<file path="config.mk">
export PLATFORM = sky130hd
export DESIGN_NAME = pwr_clk_ctrl
export DESIGN_NICKNAME = d
export VERILOG_FILES = /design/src/rtl/pwr_clk_pkg.sv /design/src/rtl/pwr_reg_file.sv /design/src/rtl/core_gate_delay.sv /design/src/rtl/clk_div_strobe.sv /design/src/rtl/pwr_clk_ctrl.sv
export SDC_FILE = /design/constraint.sdc
export NUM_CORES = 1
export LEC_CHECK = 0
export BUFFER_PORTS_ARGS = -buffer_cell sky130_fd_sc_hd__buf_4
export CAP_MARGIN = 20
export CORE_UTILIZATION = 54
export DETAILED_ROUTE_END_ITERATION = 10
export PLACE_DENSITY = 0.81
export SYNTH_ARGS = -nofsm -noshare
export SYNTH_HDL_FRONTEND = slang
export SYNTH_SLANG_ARGS = --single-unit
</file>
<file path="constraint.sdc">
create_clock -name clk_i -period 2.93 [get_ports clk_i]
set_input_delay 0.293 -clock clk_i [delete_from_list [all_inputs] [get_ports clk_i]]
set_output_delay 0.293 -clock clk_i [all_outputs]
set_load 0.01 [all_outputs]
</file>
<file path="src/rtl/pwr_clk_pkg.sv">
package pwr_clk_pkg;

  localparam int DIV_W = 3;
  localparam int CNT_W = (1 << DIV_W) - 1;

  typedef struct packed {
    logic             prec_osc;
    logic             xtal;
    logic             pll;
    logic             periph;
    logic             core;
    logic [DIV_W-1:0] div;
  } pwr_reg_t;

  // domain shutdown interlock: periph needs core off, pll needs both off
  function automatic logic domain_write_ok(pwr_reg_t cur, pwr_reg_t nxt);
    logic periph_drop;
    logic pll_drop;
    periph_drop = cur.periph & ~nxt.periph;
    pll_drop    = cur.pll & ~nxt.pll;
    return !((periph_drop && nxt.core) || (pll_drop && (nxt.core || nxt.periph)));
  endfunction

endpackage

</file>
<file path="src/rtl/pwr_reg_file.sv">
module pwr_reg_file
  import pwr_clk_pkg::*;
#(
  parameter logic [7:0] RST_VAL = 8'h79
) (
  input  logic     clk_i,
  input  logic     rst_ni,
  input  logic     wr_en_i,
  input  pwr_reg_t wr_data_i,
  input  logic     wake_i,
  output pwr_reg_t reg_o
);

  pwr_reg_t reg_q, reg_d;
  logic     legal;

  assign legal = domain_write_ok(reg_q, wr_data_i);

  always_comb begin
    reg_d = reg_q;
    if (wr_en_i) begin
      reg_d.prec_osc = wr_data_i.prec_osc;
      reg_d.xtal     = wr_data_i.xtal;
      reg_d.div      = wr_data_i.div;
      if (legal) begin
        reg_d.pll    = wr_data_i.pll;
        reg_d.periph = wr_data_i.periph;
        reg_d.core   = wr_data_i.core;
      end
    end
    // wake-up wins over any write for the domain bits
    if (wake_i) begin
      reg_d.pll    = 1'b1;
      reg_d.periph = 1'b1;
      reg_d.core   = 1'b1;
    end
  end

  always_ff @(posedge clk_i or negedge rst_ni) begin
    if (!rst_ni) reg_q <= pwr_reg_t'(RST_VAL);
    else         reg_q <= reg_d;
  end

  assign reg_o = reg_q;

endmodule

</file>
<file path="src/rtl/core_gate_delay.sv">
module core_gate_delay #(
  parameter int  DLY     = 1,
  parameter logic RST_ON = 1'b1
) (
  input  logic clk_i,
  input  logic rst_ni,
  input  logic core_req_i,
  output logic core_en_o
);

  logic [DLY-1:0] hist_q;

  generate
    if (DLY == 1) begin : g_one
      always_ff @(posedge clk_i or negedge rst_ni) begin
        if (!rst_ni) hist_q <= RST_ON;
        else         hist_q <= core_req_i;
      end
    end else begin : g_multi
      always_ff @(posedge clk_i or negedge rst_ni) begin
        if (!rst_ni) hist_q <= {DLY{RST_ON}};
        else         hist_q <= {hist_q[DLY-2:0], core_req_i};
      end
    end
  endgenerate

  // rise at once, fall only after DLY further cycles
  assign core_en_o = core_req_i | (|hist_q);

endmodule

</file>
<file path="src/rtl/clk_div_strobe.sv">
module clk_div_strobe
  import pwr_clk_pkg::*;
#(
  parameter logic [DIV_W-1:0] RST_DIV = 3'd1
) (
  input  logic             clk_i,
  input  logic             rst_ni,
  input  logic [DIV_W-1:0] div_i,
  input  logic             run_i,
  output logic             strobe_o
);

  logic [CNT_W-1:0] cnt_q;
  logic [CNT_W-1:0] limit;
  logic [DIV_W-1:0] div_last_q;
  logic             div_chg;
  logic             at_limit;

  // limit = 2^div - 1 as a thermometer mask
  generate
    for (genvar i = 0; i < CNT_W; i++) begin : g_lim
      assign limit[i] = (i < int'(div_i));
    end
  endgenerate

  assign div_chg  = (div_i != div_last_q);
  assign at_limit = (cnt_q == limit);

  always_ff @(posedge clk_i or negedge rst_ni) begin
    if (!rst_ni) begin
      cnt_q      <= '0;
      div_last_q <= RST_DIV;
    end else begin
      div_last_q <= div_i;
      if (div_chg || at_limit) cnt_q <= '0;
      else                     cnt_q <= cnt_q + 1'b1;
    end
  end

  assign strobe_o = at_limit & ~div_chg & run_i;

endmodule

</file>
<file path="src/rtl/pwr_clk_ctrl.sv">
module pwr_clk_ctrl
  import pwr_clk_pkg::*;
#(
  parameter logic [7:0] RST_VAL  = 8'h79,
  parameter int         CORE_DLY = 1
) (
  input  logic       clk_i,
  input  logic       rst_ni,
  input  logic       wr_en_i,
  input  logic [7:0] wr_data_i,
  input  logic       wake_i,
  output logic [7:0] rd_data_o,
  output logic       prec_osc_en_o,
  output logic       xtal_en_o,
  output logic       pll_en_o,
  output logic       periph_en_o,
  output logic       core_en_o,
  output logic       core_clk_en_o
);

  localparam pwr_reg_t RST_REG = pwr_reg_t'(RST_VAL);

  pwr_reg_t cfg;

  pwr_reg_file #(.RST_VAL(RST_VAL)) u_reg (
    .clk_i     (clk_i),
    .rst_ni    (rst_ni),
    .wr_en_i   (wr_en_i),
    .wr_data_i (pwr_reg_t'(wr_data_i)),
    .wake_i    (wake_i),
    .reg_o     (cfg)
  );

  core_gate_delay #(.DLY(CORE_DLY), .RST_ON(RST_REG.core)) u_core_dly (
    .clk_i      (clk_i),
    .rst_ni     (rst_ni),
    .core_req_i (cfg.core),
    .core_en_o  (core_en_o)
  );

  clk_div_strobe #(.RST_DIV(RST_REG.div)) u_div (
    .clk_i    (clk_i),
    .rst_ni   (rst_ni),
    .div_i    (cfg.div),
    .run_i    (core_en_o),
    .strobe_o (core_clk_en_o)
  );

  assign rd_data_o     = cfg;
  assign prec_osc_en_o = cfg.prec_osc;
  assign xtal_en_o     = cfg.xtal;
  assign pll_en_o      = cfg.pll;
  assign periph_en_o   = cfg.periph;

endmodule

</file>
==> run_results.csv, run 1 <==
group,metric,value,unit
sta,max-slew-margin-rel,47.1,%
grt,grt_max_degree,20,
finish,drive_gt1_share,34.5,%
sta,fin_crit_sh,91.2,%
sta,post-route-min-period,2.67,ns
sta,fin_ws,0.259,ns
grt,antenna_found_initial,0,
worst_setup_path,arrival,2.38,ns
route,wl,1.89,mm
clock_network,clock_latency,0.30,ns
synth,synthCells,97,
grt,grt_pass1_wl,3.17,mm
synth,synth_top_family_by_area,"simple AND/OR/NAND/NOR gates",
hold_path,hold_path_class,"input pin to register",
die,die_x,44.8,µm
worst_setup_path,critPathRequiredTime,2.64,ns
synth,yosysWarningCount,0,
synth,yosysSeqAreaShare,48.9,%
placed_design,io_buffers,25,
synth,syn-num-nets,110,
die,rows,15,
synth,netlist_area,990,µm²
power,powerDensity,465,nW/µm²
route,antenna_left,0,
placed_design,place_congestion,0.810,
finish,seqCellArea,484,µm²
outcome,status,"finished, final reports clean",
sta,finalSetupTns,0,ns
sta,final_hold_viol_count,0,
grt,grt_pass1_vias,731,
route,drt_iter0_markers,10,
synth,synthArstFlopShare,100,%
worst_setup_path,worst_setup_path_start_kind,"register",
finish,multiInputGateArea,430,µm²
sta,max_freq,374,MHz
die,io-pin-count,26,
clock_network,numCtsBuffers,3,
clock_network,cts_tree,"done",
worst_setup_path,critical_path.max_fanout,14,
clock_network,cts.reportedPaths.clkPinSlew,0.10,ns
route,vias,753,
clock_network,post_cts_buffers,0,
clock_network,root_buffer,"clkbuf_4",
die,die_area,2010,µm²
synth,synth-edff-count,0,
sta,finalMaxSlewViolations,0,
synth,synth-seq-cells,19,
sta,finalClockSkew,0.0138,ns
grt,grt_usage,22.2,%
placed_design,post-place-ws,0.575,ns
clock_network,clkSinkCount,19,
synth,synth_cell_types,32,
sta,rsz0062_at_grt,"no",
route,via_per_inst,5.23,
synth,yosys.area_share.xor_xnor,7.08,%
finish,nFillCells,143,
die,die_h,44.8,µm
synth,avgSynthCellArea,10.2,µm²
clock_network,htreeDepth,1,
worst_setup_path,end_kind,"primary output",
synth,synth_ff_type,"dfrtp_1",
flow_run,maxCapViolations,0,
die,initial_core_util,57.3,%
clock_network,cts_max_path_buffers,2,
synth,synthSimpleGateAreaFrac,16.7,%
sta,worst_pin_slew,0.787,ns
route,drc_errors,0,
synth,synth-compound-area-share,12.9,%
worst_setup_path,critical_path_class,"register to primary output",
power,vdd_drop_max,0.266,mV
placed_design,dp_hpwl,1.36,mm
route,wl_per_cell,13.1,µm
synth,synthAdderAreaFrac,1.26,%
route,first_pass_iters,3,
finish,nets,133,
finish,diodes,0,
clock_network,cts_resized,0,
synth,synthMuxAreaShare,5.56,%
sta,setup_viol,0,
power,leakage,0.544,nW
finish,syn2layout_area_growth,19.7,%
grt,gr-total-overflow,0,
finish,final_core_util,68.6,%
die,core_area,1730,µm²
per-layer routing:
metal  vias to the layer above  wire [µm]  part of all wire (%)  global-route usage (%)
li1                        370          -                     -                       -
met1                       360        873                    46                    27.9
met2                        19        938                    50                    37.9
met3                         4         57                   3.0                    4.00
met4                         0         17                  0.90                    9.09
met5                         -          0                     0                       0
layout by cell type (no fill, tap or decap), drive strengths merged, types with 2 or more instances in the layout:
cell type / n
nor3b: 3
buf: 25
xnor2: 3
nor2: 10
clkbuf: 4
a21oi: 3
nand3: 3
xor2: 5
o211ai: 2
dfrtp: 12
o21ai: 6
inv: 4
dfstp: 7
nand2: 12
mux2: 4
critical path, cell delays in order (launching register included):
cell and delay [ns]:
dfrtp_1 0.56, nor4b_1 0.37, a31oi_1 0.07, o32a_1 0.22
a2111oi_4 0.49, and3_1 0.25, buf_4 0.12
cell usage after synthesis, types with 2 or more instances:
| master | number | area, µm² |
|---|---|---|
| o211ai_1 | 2 | 15.0 |
| xor2_1 | 5 | 43.8 |
| mux2_2 | 4 | 45.0 |
| nor3b_1 | 3 | 22.5 |
| dfstp_2 | 7 | 184 |
| buf_4 | 6 | 45.0 |
| xnor2_1 | 3 | 26.3 |
| inv_1 | 4 | 15.0 |
| nand2_1 | 12 | 45.0 |
| nand3_1 | 3 | 15.0 |
| a21oi_1 | 3 | 15.0 |
| nor2_1 | 10 | 37.5 |
| o21ai_0 | 5 | 25.0 |
| dfrtp_1 | 12 | 300 |
power by group:
part | switching [mW] | total, mW | leakage, nW | internal (mW)
clock network | 0.0816 | 0.135 | 0.0150 | 0.0530
logic | 0.0501 | 0.106 | 0.298 | 0.0560
registers | 0.0238 | 0.310 | 0.230 | 0.286
path summary, 6_finish.rpt:
path,start,to,slack (ns),cells past startpoint
setup / recovery,u_reg.reg_o[2]$_DFFE_PN0P_,core_clk_en_o,0.26,6
hold / removal,wr_data_i[1],u_reg.reg_o[1]$_DFFE_PN0P_,0.20,3
setup reg to reg,u_reg.reg_o[2]$_DFFE_PN0P_,u_div.cnt_q[6]$_DFF_PN0_,0.95,5
hold reg to reg,u_reg.reg_o[3]$_DFFE_PN1P_,u_core_dly.hist_q$_DFF_PN1_,0.37,0
max in group asynchronous,rst_ni,u_reg.reg_o[3]$_DFFE_PN1P_,2.25,2
min in group asynchronous,rst_ni,u_div.cnt_q[3]$_DFF_PN0_,0.40,2
sequential cells by signal, indices dropped and copies added, names as in the netlist:
name	flops
u_div.cnt_q	7
u_reg.reg_o	8
u_core_dly.hist_q	1
u_div.div_last_q	3
layout make-up:
cell class              instances  area share, %
flip-flops and latches         19           40.9
multi-input cells              66           36.3
repair buffers                 26           16.7
well taps                      25           2.64
clock buffers                   4           2.22
inverters                       4           1.27
per-stage QoR:
stage               instance area [µm²]  std cells  total power [mW]  hold WS (ns)
floorplan                           990         97             0.380      -0.00259
global placement                   1150        139             0.416         0.174
detailed placement                 1150        139             0.421         0.182
CTS                                1180        144             0.557         0.194
global route                       1180        144             0.582         0.185
finish                             1180        144             0.550         0.203
repair_timing:
action	CTS	global route
endpoints found under the setup margin	0	0
hold buffers	1	0
endpoints found under the hold margin	12	0
cells by family (layout without fill, tap and decap cells):
logic type,after synthesis,in the layout
AND/OR/NAND/NOR,35,35
XOR/XNOR,8,8
multiplexers,5,5
flip-flops,19,19
buffers and inverters,12,34
AO/OA/AOI/OAI,17,17
adder cells (fa/ha/maj),1,1
Power figures use the tool's default switching activity.
==> run 2: changes to the inputs <==
- ABC_AREA: unset -> 1
- CORE_UTILIZATION: 54 -> 55
- PLACE_DENSITY: 0.81 -> 0.82
- SLEW_MARGIN: unset -> 25
==> run 2 against run 1 <==
Combinational power increased by 7%. Wire length increased by 9.1%. Critical path type unchanged. Largest cell class unchanged. Critical endpoint unchanged. Core utilization increased by 2.0 points. Clock skew decreased by 0.0075 ns. Highest routed layer unchanged.
==> run_results.csv, run 2 <==
group,metric,value,unit
outcome,status,"finished, final reports clean",
clock_network,cts_max_path_buffers,2,
clock_network,cts_tree,"done",
worst_setup_path,critical_path_buf_inv_count,1,
power,powerDensity,441,nW/µm²
hold_path,min_path_cells,3,
synth,netlist_area,1050,µm²
route,met2_length,1.05,mm
worst_setup_path,path_depth,5,
worst_setup_path,critical_path.max_fanout,11,
hold_path,hold-path-endpoint,"u_reg.reg_o[6]$_DFFE_PN1P_",
synth,synth_area_leader_cell,"dfrtp_1",
sta,max_freq,500,MHz
clock_network,cts.reportedPaths.clkPinSlew,0.11,ns
sta,fin_crit_sh,68.2,%
worst_setup_path,critPathRequiredTime,2.64,ns
sta,final_hold_viol_count,0,
worst_setup_path,arrival,1.71,ns
flow_run,maxCapViolations,0,
placed_design,place_congestion,0.828,
hold_path,hold_path_class,"input pin to register",
synth,syn-num-nets,138,
synth,synth_commonest_cells,"33 x nand2_1, 13 x inv_1, 13 x nor2_1",
grt,antenna_found_initial,0,
grt,gr-total-overflow,0,
worst_setup_path,rr_endpoint,"u_div.cnt_q[0]$_DFF_PN0_",
synth,synth-seq-cells,19,
worst_setup_path,r2r_slack,1.50,ns
power,total_power,550,µW
die,initial_core_util,59.7,%
finish,largest_reg_flops,8,
route,via_per_inst,4.90,
sta,post-route-min-period,2.00,ns
placed_design,post-place-ws,1.26,ns
finish,diodes,0,
sta,finalSetupTns,0,ns
sta,finalClockSkew,0.00635,ns
worst_setup_path,worst_setup_path_start_kind,"register",
synth,synthCells,125,
clock_network,clkSinkCount,19,
sta,setup_viol,0,
finish,final_common_cell,"nand2_1",
route,wl,2.06,mm
sta,fin_ws,0.932,ns
route,drt-met1-wl,887,µm
route,wl_per_cell,12.0,µm
placed_design,place_area,1210,µm²
finish,most-common-layout-cells,"33 x nand2_1, 25 x buf_4, 13 x inv_1, 13 x nor2_1, 12 x dfrtp_1",
synth,yosysSeqAreaShare,46.0,%
power,leakage,0.621,nW
grt,grt_max_degree,20,
worst_setup_path,worstPathCellList,"xor2_1 -> nor3_4 -> nand2_1 -> nor2_1 -> buf_4",
worst_setup_path,critical_path_class,"register to primary output",
power,vdd_drop_max,0.263,mV
route,first_pass_iters,4,
synth,avgSynthCellArea,8.43,µm²
clock_network,htreeDepth,1,
route,drt_iter0_markers,19,
synth,synth_top_area_share,28.5,%
grt,grt_pass1_wl,3.19,mm
synth,synth_cell_types,26,
grt,grt_usage,21.5,%
clock_network,cts_resized,0,
die,io-pin-count,26,
route,wl_met3,96,µm
synth,synth_most_common_cell,"nand2_1",
sta,finalMaxSlewViolations,0,
sta,max-slew-margin-rel,69.0,%
finish,drive_gt1_share,33.3,%
worst_setup_path,rr_startpoint,"u_reg.reg_o[2]$_DFFE_PN0P_",
synth,yosysWarningCount,0,
worst_setup_path,cpPeakStageDelay,0.65,ns
die,rows,15,
clock_network,numCtsBuffers,3,
clock_network,clock_latency,0.30,ns
synth,synth_ff_type,"dfrtp_1",
placed_design,io_buffers,25,
worst_setup_path,end_kind,"primary output",
grt,grt_pass1_vias,760,
route,vias,842,
sta,worst_pin_slew,0.466,ns
die,core_area,1760,µm²
finish,nets,161,
synth,synth-edff-count,0,
hold_path,hp-start,"wr_data_i[6]",
finish,finalInstanceArea,1250,µm²
placed_design,dp_hpwl,1.60,mm
worst_setup_path,cp_top_family,"flip-flops",
worst_setup_path,crit_slowest_cell,"dfrtp_1",
synth,synth.area.top_cells,"dfrtp_1 29%, dfstp_2 17%, nand2_1 12%",
route,highest_layer,"met4",
die,die_x,45.8,µm
finish,syn2layout_area_growth,18.3,%
die,die_h,45.8,µm
route,antenna_left,0,
route,drc_errors,0,
die,die_area,2090,µm²
synth,synthArstFlopShare,100,%
clock_network,root_buffer,"clkbuf_4",
worst_setup_path,worstRegToRegCells,7,
sta,rsz0062_at_grt,"no",
## run 2: cell count changes in the layout (fill, tap and decap cells not counted), moves of 3 or more
cell     change
a21oi_1      -3
inv_1        +9
mux2_2       -4
nor3b_1      -3
nand2_1     +21
nor2_1       +3
nand3_1      +5
## run 2: metal layers
metal	global-route usage (%)	up-vias
met5	0	-
met1	27.8	387
li1	-	422
met3	3.97	4
met4	6.47	0
met2	36.6	29
## run 2: cell families (layout without fill, tap and decap cells)
family	after synthesis	in the layout	share of synthesized area, %
DFF	19	19	46.0
buffers and inverters	23	45	11.4
and+or+nand+nor	68	68	31.2
AOI/OAI and AO/OA	6	6	3.56
adders and majority gates	1	1	1.19
xor gates and xnor gates	8	8	6.65
## run 2: power breakdown
group          total (mW)  internal (mW)  leakage [nW]  switching [mW]
combinational       0.113         0.0506         0.371          0.0624
clock               0.132         0.0508        0.0177          0.0808
sequential          0.305          0.283         0.232          0.0222
total               0.550          0.384         0.621           0.165
## run 2: worst max-delay path by stage
stage                                     startpoint       endpoint
final                     u_reg.reg_o[2]$_DFFE_PN0P_  core_clk_en_o
after global routing      u_reg.reg_o[2]$_DFFE_PN0P_  core_clk_en_o
after CTS                 u_reg.reg_o[2]$_DFFE_PN0P_  core_clk_en_o
after detailed placement  u_reg.reg_o[2]$_DFFE_PN0P_  core_clk_en_o
after global placement    u_reg.reg_o[2]$_DFFE_PN0P_  core_clk_en_o
after floorplan           u_reg.reg_o[2]$_DFFE_PN0P_  core_clk_en_o
## run 2: layout make-up
type | instances | area, µm²
clock inverter | 1 | 5.00
fill | 165 | 518
clock buffer | 3 | 22.5
multi-input combinational | 83 | 449
inverter | 15 | 56.3
timing repair buffer | 26 | 198
tap | 25 | 31.3
sequential | 19 | 484
## run 2: what timing repair did
| action | in CTS | in global routing |
|---|---|---|
| setup buffers | 0 | 0 |
| hold buffers | 1 | 0 |
| setup endpoints to repair | 0 | 0 |
| endpoints found under the hold margin | 12 | 0 |
## run 2: worst register-to-register path: stages, from the launching register on
cell and delay (ns):
dfrtp_1 0.65, nand2_4 0.11, o21ai_2 0.13, inv_1 0.06
nor2_2 0.11, nand3_2 0.11, nand2_4 0.11, nor2_1 0.05
## run 2: stage by stage
stage	hold slack (ns)	cells	utilization, %
floorplan	-0.00259	125	-
global placement	0.174	167	68.5
detailed placement	0.179	167	68.5
CTS	0.185	172	70.6
global route	0.193	172	70.6
finish	0.189	172	70.6
==> run 3: changes to the inputs <==
- CORE_UTILIZATION: 55 -> 51
- PLACE_DENSITY: 0.82 -> 0.77
- clock period: 2.93 -> 1.98 ns (I/O delays scaled with it)
==> run 3 against run 2 <==
Clock skew is 0.0018 ns lower. Highest routed layer unchanged. Power up 46%. Setup slack worse by 0.78 ns. Critical path type unchanged. Sequential share of layout area increased by 0.084 points. Die area up 7.5%. Non-clock buffer count unchanged. Worst hold slack lost 0.080 ns.
==> run_results.csv, run 3 (synthesis results as in run 2) <==
group,metric,value,unit
clock_network,numCtsBuffers,3,
sta,max-slew-margin-rel,81.6,%
worst_setup_path,endpoint,"core_clk_en_o",
worst_setup_path,critical_path_class,"register to primary output",
finish,most-common-layout-cells,"33 x nand2_1, 25 x buf_4, 13 x inv_1, 13 x nor2_1, 10 x dfrtp_1",
worst_setup_path,arrival,1.64,ns
die,die_area,2250,µm²
die,die_h,47.5,µm
route,antenna_left,0,
clock_network,htreeDepth,1,
worst_setup_path,r2r_slack,0.58,ns
route,drt_iter0_markers,8,
worst_setup_path,critPathRequiredTime,1.78,ns
power,total_power,804,µW
hold_path,hp-start,"wr_data_i[1]",
worst_setup_path,critical_path.max_fanout,7,
clock_network,cts_tree,"done",
sta,final_hold_viol_count,0,
finish,nets,161,
route,wl,1.86,mm
route,vias,816,
finish,syn2layout_area_growth,18.6,%
route,first_pass_iters,4,
grt,grt_pass1_wl,2.89,mm
finish,fin_cells,174,
sta,post-route-min-period,1.83,ns
clock_network,clock_latency,0.28,ns
grt,antenna_found_initial,0,
flow_run,maxCapViolations,0,
worst_setup_path,end_kind,"primary output",
power,vdd_drop_max,0.533,mV
die,core_area,1940,µm²
sta,finalSetupTns,0,ns
worst_setup_path,crit_start,"u_reg.reg_o[0]$_DFFE_PN1P_",
hold_path,hold_path_class,"input pin to register",
sta,holdWs,0.108,ns
die,die_x,47.5,µm
route,drc_errors,0,
grt,grt_pass1_vias,702,
finish,final_common_cell,"nand2_1",
clock_network,root_buffer,"clkbuf_4",
placed_design,dp.cells,169,
route,wl_per_cell,10.7,µm
finish,drive_gt1_share,34.0,%
clock_network,post_cts_buffers,0,
grt,grt_usage,18.3,%
placed_design,dp_hpwl,1.46,mm
power,powerDensity,643,nW/µm²
die,initial_core_util,54.3,%
die,rows,16,
grt,grt_max_degree,20,
sta,max_freq,546,MHz
clock_network,cts_max_path_buffers,2,
placed_design,io_buffers,25,
grt,gr-total-overflow,0,
clock_network,clkSinkCount,19,
sta,finalClockSkew,0.00460,ns
sta,rsz0062_at_grt,"no",
finish,multiInputGateArea,449,µm²
outcome,status,"finished, final reports clean",
finish,seqCellArea,487,µm²
sta,worst_pin_slew,0.275,ns
placed_design,place_congestion,0.847,
route,via_per_inst,4.69,
worst_setup_path,worst_setup_path_start_kind,"register",
clock_network,cts.reportedPaths.clkPinSlew,0.10,ns
sta,fin_crit_sh,92.6,%
finish,largest_reg_flops,8,
power,leakage,0.616,nW
worst_setup_path,worstRegToRegCells,7,
sta,finalMaxSlewViolations,0,
worst_setup_path,rr_endpoint,"u_div.cnt_q[0]$_DFF_PN0_",
die,io-pin-count,26,
finish,nFillCells,181,
sta,setup_viol,0,
worst_setup_path,rr_startpoint,"u_reg.reg_o[0]$_DFFE_PN1P_",
finish,diodes,0,
-- run 3: cell types whose count changed in the layout (fill, tap and decap cells not counted), sizes merged --
| cell | delta |
|---|---|
| clkbuf | +1 |
| clkinv | -1 |
-- run 3: area by class of cell --
class                   count  area share (%)
clock buffers               4            2.10
inverters                  15            4.50
multi-input cells          83            35.9
flip-flops and latches     19            38.9
well taps                  27            2.70
repair buffers             26            15.8
-- run 3: worst min path at each step --
stage / slack, ns / cells past startpoint / endpoint
final: 0.11 / 3 / u_reg.reg_o[1]$_DFFE_PN0P_
after global routing: 0.09 / 3 / u_reg.reg_o[1]$_DFFE_PN0P_
after CTS: 0.10 / 3 / u_reg.reg_o[1]$_DFFE_PN0P_
after detailed placement: 0.08 / 1 / u_div.cnt_q[6]$_DFF_PN0_
after global placement: 0.08 / 1 / u_div.cnt_q[4]$_DFF_PN0_
after floorplan: -0.1 / 0 / u_div.cnt_q[0]$_DFF_PN0_
-- run 3: worst max-delay path: stages, from the launching register on --
cell	delay (ns)
dfstp_2	0.63
inv_2	0.08
o21ai_2	0.13
inv_1	0.05
nor2_2	0.11
nand3_2	0.12
nor2_1	0.11
buf_4	0.13
-- run 3: power breakdown --
| part | switching (mW) | internal [mW] | total [mW] | leakage, nW |
|---|---|---|---|---|
| Sequential | 0.0321 | 0.419 | 0.452 | 0.229 |
| Clock | 0.108 | 0.0781 | 0.186 | 0.0150 |
| Combinational | 0.0909 | 0.0747 | 0.166 | 0.371 |
| Total | 0.231 | 0.572 | 0.804 | 0.616 |
-- run 3: repair_timing --
action	4_1_cts	5_1_grt
setup endpoints to repair	0	1
hold endpoints to repair	12	0
gates resized for setup	0	2
hold buffers	1	0
-- run 3: metrics by stage --
| stage | instance area, µm² | utilization, % | worst slack, ns |
|---|---|---|---|
| 2_1_floorplan | 1050 | - | 0.570 |
| 3_3_place_gp | 1210 | 62.4 | 0.480 |
| 3_5_place_dp | 1210 | 62.4 | 0.392 |
| 4_1_cts | 1250 | 64.2 | 0.0585 |
| 5_1_grt | 1250 | 64.4 | 0.0392 |
| 6_report | 1250 | 64.4 | 0.147 |
-- run 3: metal layers --
| metal | part of all wire, % | GRT usage, % | up-vias |
|---|---|---|---|
| li1 | - | - | 423 |
| met1 | 47 | 26.0 | 370 |
| met2 | 48 | 28.8 | 21 |
| met3 | 4.7 | 3.40 | 2 |
| met4 | 0.64 | 5.14 | 0 |
| met5 | 0 | 0 | - |
